File: src/rtl/rom_win_pkg.sv
package rom_win_pkg;

    parameter int ADDR_W   = 32;
    parameter int BASE_W   = 12;
    parameter int SIZE_W   = 3;
    parameter int BLK_LSB  = ADDR_W - BASE_W;          // 1 MB granule
    parameter logic [ADDR_W-1:0] CTRL_ADDR = 32'hFEF8_0058;
    parameter logic [BASE_W-1:0] BASE_RST  = 12'hFF4;
    parameter logic [BASE_W-1:0] MIRROR_TAG = '1;     // top granule

    // Field positions inside the control word
    parameter int F_BASE_LSB = BLK_LSB;
    parameter int F_BUSW     = BLK_LSB - 1;
    parameter int F_SIZE_LSB = F_BUSW - SIZE_W;
    parameter int F_MIRROR   = 2;
    parameter int F_EN       = 1;
    parameter int F_WE       = 0;

    typedef struct packed {
        logic [BASE_W-1:0] base;
        logic              bus_w;
        logic [SIZE_W-1:0] size;
        logic              mirror;
        logic              en;
        logic              we;
    } ctrl_t;

    typedef struct packed {
        logic sel;
        logic permit;
        logic reject;
    } dec_t;

    // Keep-mask: base bit j takes part in the compare only when j >= size
    function automatic logic [BASE_W-1:0] keep_mask(input logic [SIZE_W-1:0] sz);
        logic [BASE_W-1:0] m;
        for (int j = 0; j < BASE_W; j++) begin
            m[j] = (j >= int'(sz));
        end
        return m;
    endfunction

    function automatic logic [ADDR_W-1:0] pack_ctrl(input ctrl_t c);
        logic [ADDR_W-1:0] w;
        w = '0;
        w[F_BASE_LSB +: BASE_W] = c.base;
        w[F_BUSW]               = c.bus_w;
        w[F_SIZE_LSB +: SIZE_W] = c.size;
        w[F_MIRROR]             = c.mirror;
        w[F_EN]                 = c.en;
        w[F_WE]                 = c.we;
        return w;
    endfunction

endpackage

File: src/rtl/rom_win_regs.sv
module rom_win_regs
    import rom_win_pkg::*;
(
    input  logic              clk,
    input  logic              rst,
    input  logic              strap_bus_w,
    input  logic              strap_alias,
    input  logic [ADDR_W-1:0] reg_addr,
    input  logic              reg_wr,
    input  logic [ADDR_W-1:0] reg_wdata,
    output logic [ADDR_W-1:0] reg_rdata,
    output ctrl_t             ctrl
);

    logic hit_reg;
    assign hit_reg = (reg_addr == CTRL_ADDR);

    always_ff @(posedge clk) begin
        if (rst) begin
            ctrl.base   <= BASE_RST;
            ctrl.size   <= '0;
            ctrl.en     <= 1'b0;
            ctrl.we     <= 1'b0;
            ctrl.bus_w  <= strap_bus_w;
            ctrl.mirror <= strap_alias;
        end else if (reg_wr && hit_reg) begin
            ctrl.base <= reg_wdata[F_BASE_LSB +: BASE_W];
            ctrl.size <= reg_wdata[F_SIZE_LSB +: SIZE_W];
            ctrl.en   <= reg_wdata[F_EN];
            ctrl.we   <= reg_wdata[F_WE];
        end
    end

    assign reg_rdata = hit_reg ? pack_ctrl(ctrl) : '0;

endmodule

File: src/rtl/rom_win_match.sv
module rom_win_match
    import rom_win_pkg::*;
(
    input  ctrl_t             ctrl,
    input  logic [ADDR_W-1:0] addr,
    output logic              base_hit,
    output logic              mirror_hit
);

    logic [BASE_W-1:0] keep;
    logic [BASE_W-1:0] bit_ok;

    assign keep = keep_mask(ctrl.size);

    for (genvar j = 0; j < BASE_W; j++) begin : g_cmp
        assign bit_ok[j] = !keep[j] || (addr[BLK_LSB + j] == ctrl.base[j]);
    end

    assign base_hit   = &bit_ok;
    assign mirror_hit = ctrl.mirror && (addr[ADDR_W-1:BLK_LSB] == MIRROR_TAG);

endmodule

File: src/rtl/rom_win_permit.sv
module rom_win_permit
    import rom_win_pkg::*;
(
    input  ctrl_t ctrl,
    input  logic  base_hit,
    input  logic  mirror_hit,
    input  logic  bus_wr,
    output dec_t  dec
);

    always_comb begin
        dec.sel    = ctrl.en && (base_hit || mirror_hit);
        dec.permit = dec.sel && bus_wr && ctrl.we;
        dec.reject = dec.sel && bus_wr && !ctrl.we;
    end

endmodule

File: src/rtl/rom_window_dec.sv
module rom_window_dec
    import rom_win_pkg::*;
(
    input  logic        clk,
    input  logic        rst,
    input  logic        strap_bus_w,
    input  logic        strap_alias,
    input  logic [31:0] reg_addr,
    input  logic        reg_wr,
    input  logic [31:0] reg_wdata,
    output logic [31:0] reg_rdata,
    input  logic [31:0] bus_addr,
    input  logic        bus_wr,
    output logic        blk_sel,
    output logic        wr_permit,
    output logic        wr_reject
);

    ctrl_t ctrl;
    dec_t  dec;
    logic  base_hit;
    logic  mirror_hit;

    rom_win_regs u_regs (
        .clk         (clk),
        .rst         (rst),
        .strap_bus_w (strap_bus_w),
        .strap_alias (strap_alias),
        .reg_addr    (reg_addr),
        .reg_wr      (reg_wr),
        .reg_wdata   (reg_wdata),
        .reg_rdata   (reg_rdata),
        .ctrl        (ctrl)
    );

    rom_win_match u_match (
        .ctrl       (ctrl),
        .addr       (bus_addr),
        .base_hit   (base_hit),
        .mirror_hit (mirror_hit)
    );

    rom_win_permit u_permit (
        .ctrl       (ctrl),
        .base_hit   (base_hit),
        .mirror_hit (mirror_hit),
        .bus_wr     (bus_wr),
        .dec        (dec)
    );

    assign blk_sel   = dec.sel;
    assign wr_permit = dec.permit;
    assign wr_reject = dec.reject;

endmodule

File: config.mk
export PLATFORM = sky130hd
export DESIGN_NAME = rom_window_dec
export DESIGN_NICKNAME = d
export VERILOG_FILES = /design/src/rtl/rom_win_pkg.sv /design/src/rtl/rom_win_regs.sv /design/src/rtl/rom_win_match.sv /design/src/rtl/rom_win_permit.sv /design/src/rtl/rom_window_dec.sv
export SDC_FILE = /design/constraint.sdc
export NUM_CORES = 1
export LEC_CHECK = 0
export ABC_CLOCK_PERIOD_IN_PS = 2600
export BUFFER_PORTS_ARGS = -buffer_cell sky130_fd_sc_hd__buf_2
export CORE_MARGIN = 2
export CORE_UTILIZATION = 35
export CTS_CLUSTER_DIAMETER = 150
export DETAILED_ROUTE_END_ITERATION = 8
export PLACE_DENSITY = 0.81
export SLEW_MARGIN = 0
export SYNTH_ARGS = -nofsm -noshare
export SYNTH_HDL_FRONTEND = slang
export SYNTH_SLANG_ARGS = --single-unit
File: constraint.sdc
create_clock -name clk -period 2.6 [get_ports clk]
set_input_delay 0.52 -clock clk [delete_from_list [all_inputs] [get_ports clk]]
set_output_delay 0.52 -clock clk [all_outputs]
set_load 0.02 [all_outputs]
=== After elaboration in Yosys (flattened, before gate mapping) ===
Cells that the tools add are included.

* Order comparisons: 7
* Eq/ne operators: 14
* Muxes and demuxes: 1
* Reductions and logical operators: 23

{| class="wikitable"
|+ Operator list
! cell !! count
|-
| equality test 32 bit (second input constant) || 1
|-
| 2-to-1 mux 32 bit || 1
|-
| equality test 1 bit || 12
|-
| equality test 12 bit (second input constant) || 1
|-
| AND reduction 12 bit || 1
|-
| >= comparator 3 bit (first input constant) || 3
|-
| zero test 1 bit || 8
|-
| logical OR 1 bit || 8
|-
| >= comparator 1 x 3 -> 1 bit (first input constant) || 2
|-
| >= comparator 2 x 3 -> 1 bit (first input constant) || 2
|-
| logical AND 1 bit || 6
|}

* Flip-flop bits (word level): 19
* Bits of input ports: 102
* Output and inout bits: 35

=== Depth between registers and ports, before layout ===
Gate-level depths: netlist of the first run.

* Depth after elaboration: 8
* Mapped depth: 7
* Mapped depth without buffers: 5

=== By module ===
From an unflattened synthesis of the first run, not the netlist that was laid out.

* Cells, all modules: 151
* Area, all modules: 1,335.0 um^2

{| class="wikitable"
|+ Modules (own cells, without submodules)
! module !! instances !! cells an instance !! area an instance (um^2) !! sequential area each (um^2)
|-
| rom_win_regs || 1 || 122 || 1,104.8 || 400.4
|-
| rom_win_match || 1 || 26 || 207.7 || 0.0
|-
| rom_win_permit || 1 || 3 || 22.5 || 0.0
|}

=== Least setup slack after synthesis of the first run ===
OpenSTA, ideal clock, no wires.

* Kind: input to output
* Start point: input port reg_addr[17]
* End point: output port reg_rdata[21]
* Data arrival time: 2.001 ns
* Required time: 2.080 ns
* Setup slack: 0.079 ns
* Stages: 6
* Buffers on the path: 2
* Cell sequence: or4b_4 > nor4_2 > and3b_1 > buf_6 > buf_4 > and2_1

* Cells in the longest elaborated chain, start to end: 2

{| class="wikitable"
|+ RTL lines
! what !! line !! text
|-
| start: declaration || rom_window_dec.sv:8 || <nowiki>input logic [31:0] reg_addr,</nowiki>
|-
| equality test 32 bit || rom_win_regs.sv:16 || <nowiki>assign hit_reg = (reg_addr == CTRL_ADDR);</nowiki>
|-
| 2-to-1 mux 32 bit || rom_win_regs.sv:34 || <nowiki>assign reg_rdata = hit_reg ? pack_ctrl(ctrl) : '0;</nowiki>
|-
| end: declaration || rom_window_dec.sv:11 || <nowiki>output logic [31:0] reg_rdata,</nowiki>
|}

Every way passes these cells.

=== Worst setup path after layout of the first run ===
* Start point: input port reg_addr[17]
* End point: output port reg_rdata[25]

Same word-level chain as after synthesis.

==> metrics.txt, run 1 <==
final setup violation count 13; worst path arrival time 2.10 ns; global-route wire length before repair 5560 um; Synth Cell Area 1280 um^2; Post-DP HPWL 2670 um; core box area 3420 um^2; Root Buffer Master clkbuf_4; status complete, but fails checks; Yosys warnings 0; DP Worst Slack -0.0505 ns; Initial Utilization 37.4%; total iterations of the first detailed-routing run 4; CTS H-tree depth 1; CTS Buffer Depth 2; maximum VDD drop 0.000144 V; Setup crit start kind input pin; crit path cell chain buf_6, or4b_4, nor4_4, and3b_2, buf_12, and2_1, buf_6; max frequency 0.382 GHz; Critical Path Max Stage Delay 0.53 ns; WP data required 2.08 ns; vias in the first global route 1282; Cell Pwr Density 291 nW/um^2; gr usage total 16.7%; worst hold path class in2reg; CTS Sinks 19; Die W 64.4 um; cts bufs inserted 3; Ant. Diodes 0; Pleak 0.828 nW; design area 1850 um^2; Netlist cell types 35; initial DRC count 64; post-route minimum period 2.62 ns; RSZ-0062 raised after global routing true; Top Registers u_regs.ctrl: 19 flops; layout cells sized above 1 41.5%; setup TNS -0.0578 ns; Routed wire per std cell 11.7 um; die height 64.4 um; Biggest register u_regs.ctrl; largest net degree at the start of global routing 29; failing checks setup timing; Final Hold Fails 0; Ports 137; max-slew violations 0; sequential fraction of the synthesis area 31.3%; Yosys reg bits 19; crit-path leading delay family simple AND/OR/NAND/NOR gates; CP max-delay cell or4b_4; CP endpoint kind primary output; vias per inst 4.74; met3 wire length 315 um; Buf/Inv on CP 3; clk slew on worst S/H paths 0.10 ns; crit path kind in2out; most numerous cell on the critical path buf_6; multi-input logic area 761 um^2; Rows 21; die area 4150 um^2; DP Area 1690 um^2; CTS tree built; synthesized instance count 161; number of nets in the layout 349; WL met1 1370 um; final period utilization 101%; CP max FO 22; Clock Latency Late Sink 0.29 ns; Worst Skew 0 ns; max reg flops 19; port bufs 88; # fillers 334; Synth Area per Inst 7.94 um^2; wire length on met2 1690 um; Residual DRC 0; via count 1383; Routed Antenna Nets 0; GRT overflow 0; highest routed metal layer met4; initial antenna violation count 0; sequential cell area 400 um^2; setup ws final -0.0177 ns; final wirelength 3400 um; GP Congestion 0.756; max_cap viols 0; Area growth, synth to finish 44.9%
==> layer usage <==
metal | vias up | global-route usage [%]
li1 | 703 | -
met1 | 610 | 19.8
met2 | 68 | 28.8
met3 | 2 | 4.51
met4 | 0 | 6.12
met5 | - | 0
==> Yosys cell counts (all sizes together) <==
cell	instances	area share, %
or4b	1	1.1
o41ai	1	0.69
nor2b	1	0.49
xor2	9	6.2
nor4bb	2	1.6
a21oi	19	7.7
and2	19	9.3
nand4bb	1	0.88
a211oi	1	0.59
conb	1	0.29
xnor2	3	2.1
edfxtp	2	4.7
clkbuf	3	0.88
o21ai	1	0.39
nor4b	1	0.69
inv	2	0.59
and3	1	0.49
nand4b	1	0.69
buf	20	13
or4	2	1.2
nor3	11	4.3
nand2	11	3.2
and3b	1	0.69
a22oi	1	0.59
dfxtp	17	27
nand3	11	4.7
nor4	2	1.5
nand4	4	2.0
nor2	12	3.5
==> path summary, 6_finish.rpt <==
path                               startpoint                          end  slack, ns  cells after the start
setup / recovery                 reg_addr[17]                reg_rdata[25]      -0.02                      7
hold / removal                    strap_alias     u_regs.ctrl[2]$_DFFE_PP_       0.41                      1
setup reg to reg  u_regs.ctrl[4]$_SDFFE_PP0P_  u_regs.ctrl[4]$_SDFFE_PP0P_       1.83                      2
hold reg to reg   u_regs.ctrl[0]$_SDFFE_PP0P_  u_regs.ctrl[0]$_SDFFE_PP0P_       0.49                      2
==> timing repair <==
action,CTS,global route
setup buffers,0,0
resized for setup,30,11
hold buffers,0,0
pin swaps,1,1
gates cloned,0,0
setup endpoints to repair,19,19
==> power breakdown <==
part	internal [mW]	switching (mW)	total [mW]	leakage (nW)
Clock	0.0596	0.0837	0.143	0.0150
Sequential	0.299	0.000970	0.299	0.157
Combinational	0.0462	0.0495	0.0957	0.656
==> kinds of logic after synthesis <==
family / synth area share, %
DFF: 31.3
and+or+nand+nor: 36.2
other: 0.293
AOI/OAI and AO/OA: 9.98
xor gates and xnor gates: 8.22
buffers and inverters: 14.0
==> worst reg2reg max path: stages, from the launching register on <==
cell	delay [ns]
dfxtp_1	0.47
nand2_1	0.11
a21oi_2	0.14
==> layout make-up <==
cell class | count | area share (%)
clock buffers | 4 | 1.42
inverters | 2 | 0.405
multi-input cells | 129 | 41.1
flip-flops and latches | 19 | 21.6
well taps | 46 | 3.11
repair buffers | 92 | 32.4
==> stage by stage <==
stage | instances | util [%] | power, mW | hold slack, ns
finish | 292 | 54.2 | 0.538 | 0.409
floorplan | 173 | - | 0.360 | 0.456
detailed placement | 288 | 49.6 | 0.399 | 0.486
global route | 292 | 54.2 | 0.567 | 0.392
global placement | 288 | 49.6 | 0.398 | 0.471
CTS | 292 | 53.0 | 0.544 | 0.396
==> layout by cell type, fill, tap and decap left out, types with 2 or more instances in the layout <==
cell type	synthesis	final
conb_1	1	13
buf_6	2	18
inv_1	2	2
and2_1	19	18
nor4bb_1	2	2
buf_4	15	5
nand3_1	10	10
dfxtp_1	17	17
buf_2	2	68
nand2_1	11	11
edfxtp_1	2	2
nand4_1	4	4
nor2_1	12	12
xor2_1	9	9
xnor2_1	3	3
clkbuf_4	0	3
a21oi_1	18	18
nor3_1	11	11
No activity file was read; power rests on OpenSTA's default activity.
==> run 2: changes to the inputs <==
--- a/config.mk
+++ b/config.mk
@@ -7,11 +7,13 @@
 export LEC_CHECK = 0
 export ABC_CLOCK_PERIOD_IN_PS = 2600
 export BUFFER_PORTS_ARGS = -buffer_cell sky130_fd_sc_hd__buf_2
+export CAP_MARGIN = 20
 export CORE_MARGIN = 2
 export CORE_UTILIZATION = 35
 export CTS_CLUSTER_DIAMETER = 150
 export DETAILED_ROUTE_END_ITERATION = 8
 export PLACE_DENSITY = 0.81
+export SKIP_LAST_GASP = 1
 export SLEW_MARGIN = 0
 export SYNTH_ARGS = -nofsm -noshare
 export SYNTH_HDL_FRONTEND = slang
==> metrics.txt, run 2 (synthesis results as in run 1) <==
clock network power share 26.7% (about the same); Root Buffer Master clkbuf_4; switching power share of the total 24.8% (-0.085 points); Switch Pwr 133 uW (-0.78%); worst hold path class in2reg; maximum VDD drop 0.000145 V (+0.22%); max reg flops 19 (unchanged); setup ws final -0.0103 ns (+0.00742 ns); total iterations of the first detailed-routing run 4 (unchanged); initial DRC count 72 (+13%); worst hold path cell count 1 (unchanged); CTS Buffer Depth 2 (unchanged); placed cell count 288 (unchanged); max_cap viols 0 (unchanged); DP Worst Slack -0.0505 ns (unchanged); Die W 64.4 um (unchanged); GP Congestion 0.756 (unchanged); max frequency 0.383 GHz (+0.28%); HP Start strap_alias; Cell Pwr Density 302 nW/um^2 (+3.8%); Setup crit start kind input pin; failing checks setup timing; final wirelength 3270 um (-3.9%); hold_buf cts 0 (unchanged); Residual DRC 0 (unchanged); Area growth, synth to finish 38.9%; Routed Antenna Nets 0 (unchanged); R2R Setup Slk 1.84 ns (about the same); Post-CTS Setup Inserts 0 (unchanged); Min-Delay Endpoint u_regs.ctrl[2]$_DFFE_PP_; Pleak 0.811 nW (-2.0%); CTS tree built; Post-DP HPWL 2670 um (unchanged); initial antenna violation count 0 (unchanged); clk slew on worst S/H paths 0.10 ns (about the same); CTS H-tree depth 1 (unchanged); GRT overflow 0 (unchanged); CP max FO 22 (unchanged); via count 1373 (-0.72%); Worst R2R Path Depth 2 (unchanged); Layout Utilization 52.0% (-2.2 points); CP endpoint kind primary output; Final Hold Fails 0 (unchanged); commonest non-fill, non-tap cell in the layout buf_2; final setup violation count 15 (+2); r2r startpoint u_regs.ctrl[4]$_SDFFE_PP0P_; Pwr Total 536 uW (-0.44%); number of nets in the layout 349 (unchanged); Int Pwr 403 uW (-0.32%); power share of the sequential group 55.9% (+0.3 points); post-route minimum period 2.61 ns (-0.00742 ns); worst path arrival time 2.09 ns (about the same); port bufs 88 (unchanged); Biggest register u_regs.ctrl; CTS Sinks 19 (unchanged); WP data required 2.08 ns (about the same); global-route wire length before repair 5460 um (-1.9%); crit path kind in2out; die area 4150 um^2 (unchanged); die height 64.4 um (unchanged); cts bufs inserted 3 (unchanged); RSZ-0062 raised after global routing true; fin cells 292 (unchanged); vias per inst 4.70 (-0.72%); largest net degree at the start of global routing 29 (unchanged); status complete, but fails checks; vias in the first global route 1295 (+1.0%); core box area 3420 um^2 (unchanged); FF-to-FF End u_regs.ctrl[4]$_SDFFE_PP0P_; Clock Latency Late Sink 0.29 ns (about the same); Routed wire per std cell 11.2 um (-3.9%); Ant. Diodes 0 (unchanged); gr usage total 16.4% (-0.33 points); layout cells sized above 1 40.7% (-0.81 points); max-slew violations 0 (unchanged); Initial Utilization 37.4% (unchanged); Ports 137 (unchanged); Top Registers u_regs.ctrl: 19 flops; commonest non-fill, non-tap cells in the layout buf_2 (69), buf_4 (22), and2_1 (19), a21oi_1 (18), dfxtp_1 (17); Worst Skew 0 ns (unchanged); final period utilization 100% (-0.29 points); Comb power frac 17.4% (-0.4 points); Rows 21 (unchanged); # fillers 353 (+5.7%)
[run 2: area by class of cell]
type,count,area (um^2),area share (%)
timing repair buffer,92,531,29.9
inverter,2,7.51,0.423
clock buffer,4,26.3,1.48
multi-input combinational,129,754,42.5
sequential,19,400,22.5
tap,46,57.6,3.24
[run 2: worst max-delay path, cell delays in order]
cell and delay [ns]:
buf_2 0.10, or4b_4 0.54, nor4_4 0.29, and3b_2 0.24
buf_12 0.14, and2_1 0.13, buf_4 0.14
[run 2: power by group through the flow]
stage | Sequential, mW | Combinational [mW] | Clock [mW]
after floorplan | 0.306 | 0.0543 | 0
after global placement | 0.306 | 0.0918 | 0
after detailed placement | 0.306 | 0.0930 | 0
after CTS | 0.300 | 0.0938 | 0.150
after global routing | 0.300 | 0.104 | 0.161
final | 0.299 | 0.0934 | 0.143
[run 2: layer usage]
layer / routed length, um / up-vias / track usage [%]
li1: - / 701 / -
met1: 1290 / 596 / 19.3
met2: 1590 / 74 / 28.4
met3: 364 / 2 / 4.34
met4: 29 / 0 / 6.12
met5: 0 / - / 0
[run 2: repair_timing]
action	in CTS	in global routing
endpoints found under the setup margin	19	19
gates resized for setup	21	0
pin swaps	1	1
[run 2: worst max-delay path by stage]
stage	from	end	slack, ns	depth (start not counted)
2_1_floorplan	reg_addr[17]	reg_rdata[21]	0.08	6
4_1_cts	reg_addr[17]	reg_rdata[2]	-0.02	7
5_1_grt	reg_addr[17]	reg_rdata[26]	-0.09	7
3_3_place_gp	reg_addr[17]	reg_rdata[31]	-0.06	7
6_report	reg_addr[17]	reg_rdata[2]	-0.01	7
3_5_place_dp	reg_addr[17]	reg_rdata[31]	-0.05	7
[run 2: through the flow]
stage	TNS [ns]	cell area, um^2	hold WS [ns]
final	-0.0631	1780	0.409
after global routing	-1.46	1780	0.392
after CTS	-0.316	1780	0.396
after detailed placement	-0.751	1690	0.486
after global placement	-0.954	1690	0.471
after floorplan	0	1320	0.456
==> run 3: changes to the inputs <==
--- a/config.mk
+++ b/config.mk
@@ -8,7 +8,6 @@
 export ABC_CLOCK_PERIOD_IN_PS = 2600
 export BUFFER_PORTS_ARGS = -buffer_cell sky130_fd_sc_hd__buf_2
 export CAP_MARGIN = 20
-export CORE_MARGIN = 2
 export CORE_UTILIZATION = 35
 export CTS_CLUSTER_DIAMETER = 150
 export DETAILED_ROUTE_END_ITERATION = 8
==> metrics.txt, run 3 (synthesis results as in run 1) <==
status complete, but fails checks; failing checks setup timing; die height 62.4 um (-3.1%); layout cells sized above 1 40.8% (+0.17 points); CP endpoint kind primary output; GRT overflow 0 (unchanged); Layout Utilization 51.9% (-0.11 points); setup ws final -0.0353 ns (-0.0250 ns); Clock Latency Late Sink 0.29 ns (about the same); Post-DP HPWL 2470 um (-7.6%); design area 1770 um^2 (-0.21%); Cell Pwr Density 305 nW/um^2 (+0.97%); Routed wire per std cell 10.8 um (-3.5%); commonest non-fill, non-tap cell in the layout buf_2; CP max FO 24 (+9.1%); cts bufs inserted 3 (unchanged); maximum VDD drop 0.000145 V (+0.11%); Setup crit start kind input pin; worst hold path class in2reg; # fillers 370 (+4.8%); CTS Sinks 19 (unchanged); global-route wire length before repair 5020 um (-8.1%); Residual DRC 0 (unchanged); core box area 3420 um^2 (unchanged); WP data required 2.08 ns (about the same); Final Hold Fails 0 (unchanged); Biggest register u_regs.ctrl; Root Buffer Master clkbuf_4; Ports 137 (unchanged); initial antenna violation count 0 (unchanged); via count 1331 (-3.1%); max reg flops 19 (unchanged); GR Layer Usage met1 18.7% (-0.60 points); post-route minimum period 2.64 ns (+0.0250 ns); final setup violation count 19 (+4); DP Worst Slack -0.0875 ns (-0.0370 ns); clk slew on worst S/H paths 0.10 ns (about the same); Initial Utilization 37.4% (unchanged); CTS H-tree depth 1 (unchanged); max-slew violations 0 (unchanged); Ant. Diodes 0 (unchanged); vias in the first global route 1198 (-7.5%); setup TNS -0.484 ns (-0.421 ns); largest net degree at the start of global routing 29 (unchanged); number of nets in the layout 348 (-0.29%); CTS tree built; Die W 62.4 um (-3.1%); RSZ-0062 raised after global routing true; fin cells 291 (-0.34%); Pwr Total 540 uW (+0.75%); Rows 21 (unchanged); final period utilization 101% (+0.96 points); Routed Antenna Nets 0 (unchanged); vias per inst 4.57 (-2.7%); sequential cell area 400 um^2 (unchanged); M3 GR Usage 3.28% (-1.1 points); max_cap viols 0 (unchanged); GP Congestion 0.777 (+2.9%); worst-margin pin slew 0.501 ns; die area 3900 um^2 (-6.1%); global routing usage on met2 28.8% (+0.42 points); Hold Slack 0.399 ns (-0.00974 ns); crit path kind in2out; initial DRC count 40 (-44%); Worst Skew 0 ns (unchanged); Top Registers u_regs.ctrl: 19 flops; port bufs 88 (unchanged); worst path arrival time 2.12 ns (+0.03 ns); total iterations of the first detailed-routing run 4 (unchanged); Area growth, synth to finish 38.6%; gr usage total 16.1% (-0.25 points); final wirelength 3150 um (-3.8%); max frequency 0.379 GHz (-0.95%); placed cell count 287 (-0.35%); hold_buf cts 0 (unchanged); DP Area 1690 um^2 (-0.44%); busiest grt layer met2; multi-input logic area 758 um^2 (+0.50%); commonest non-fill, non-tap cells in the layout buf_2 (69), buf_4 (21), and2_1 (19), a21oi_1 (17), dfxtp_1 (17); Relative slew margins 66.6%; Pleak 0.808 nW (-0.43%); CTS Buffer Depth 2 (unchanged)
## run 3: changes by cell type in the layout (fill, tap and decap cells not counted), sizes merged
| cell | previous run | this run |
|---|---|---|
| buf | 92 | 91 |
## run 3: cell type report
| cell class | count | area share [%] |
|---|---|---|
| multi-input combinational | 129 | 42.8 |
| timing repair buffer | 91 | 29.5 |
| sequential | 19 | 22.6 |
| tap | 46 | 3.25 |
| clock buffer | 4 | 1.48 |
| inverter | 2 | 0.423 |
## run 3: path summary, 6_finish.rpt
kind                                             startpoint                     endpoint  slack, ns  cells past startpoint
worst min-delay path                            strap_bus_w     u_regs.ctrl[6]$_DFFE_PP_       0.40                      1
worst min register to register  u_regs.ctrl[0]$_SDFFE_PP0P_  u_regs.ctrl[0]$_SDFFE_PP0P_       0.49                      2
worst max-delay path                           reg_addr[17]                reg_rdata[31]      -0.04                      7
worst max register to register  u_regs.ctrl[4]$_SDFFE_PP0P_  u_regs.ctrl[4]$_SDFFE_PP0P_       1.85                      2
## run 3: metal layers
metal | wire (um) | up-vias | part of all wire, %
met2 | 1520 | 62 | 48
li1 | - | 698 | -
met3 | 230 | 4 | 7.3
met1 | 1360 | 567 | 43
met4 | 35 | 0 | 1.1
met5 | 0 | - | 0
## run 3: worst max-delay path, stage by stage
cell and delay, ns:
buf_2 0.09, or4b_4 0.54, nor4_4 0.29, and3b_2 0.24, buf_12 0.15, and2_1 0.14
buf_4 0.14
## run 3: what timing repair did
action | CTS | global route
buffers inserted | 0 | 0
endpoints found under the hold margin | 0 | 0
setup endpoints to repair | 19 | 20
pin swaps | 1 | 1
gates resized for setup | 21 | 1
## run 3: power breakdown
group	internal [mW]	switching (mW)
logic	0.0449	0.0490
clock network	0.0597	0.0870
registers	0.299	0.00104
total	0.403	0.137
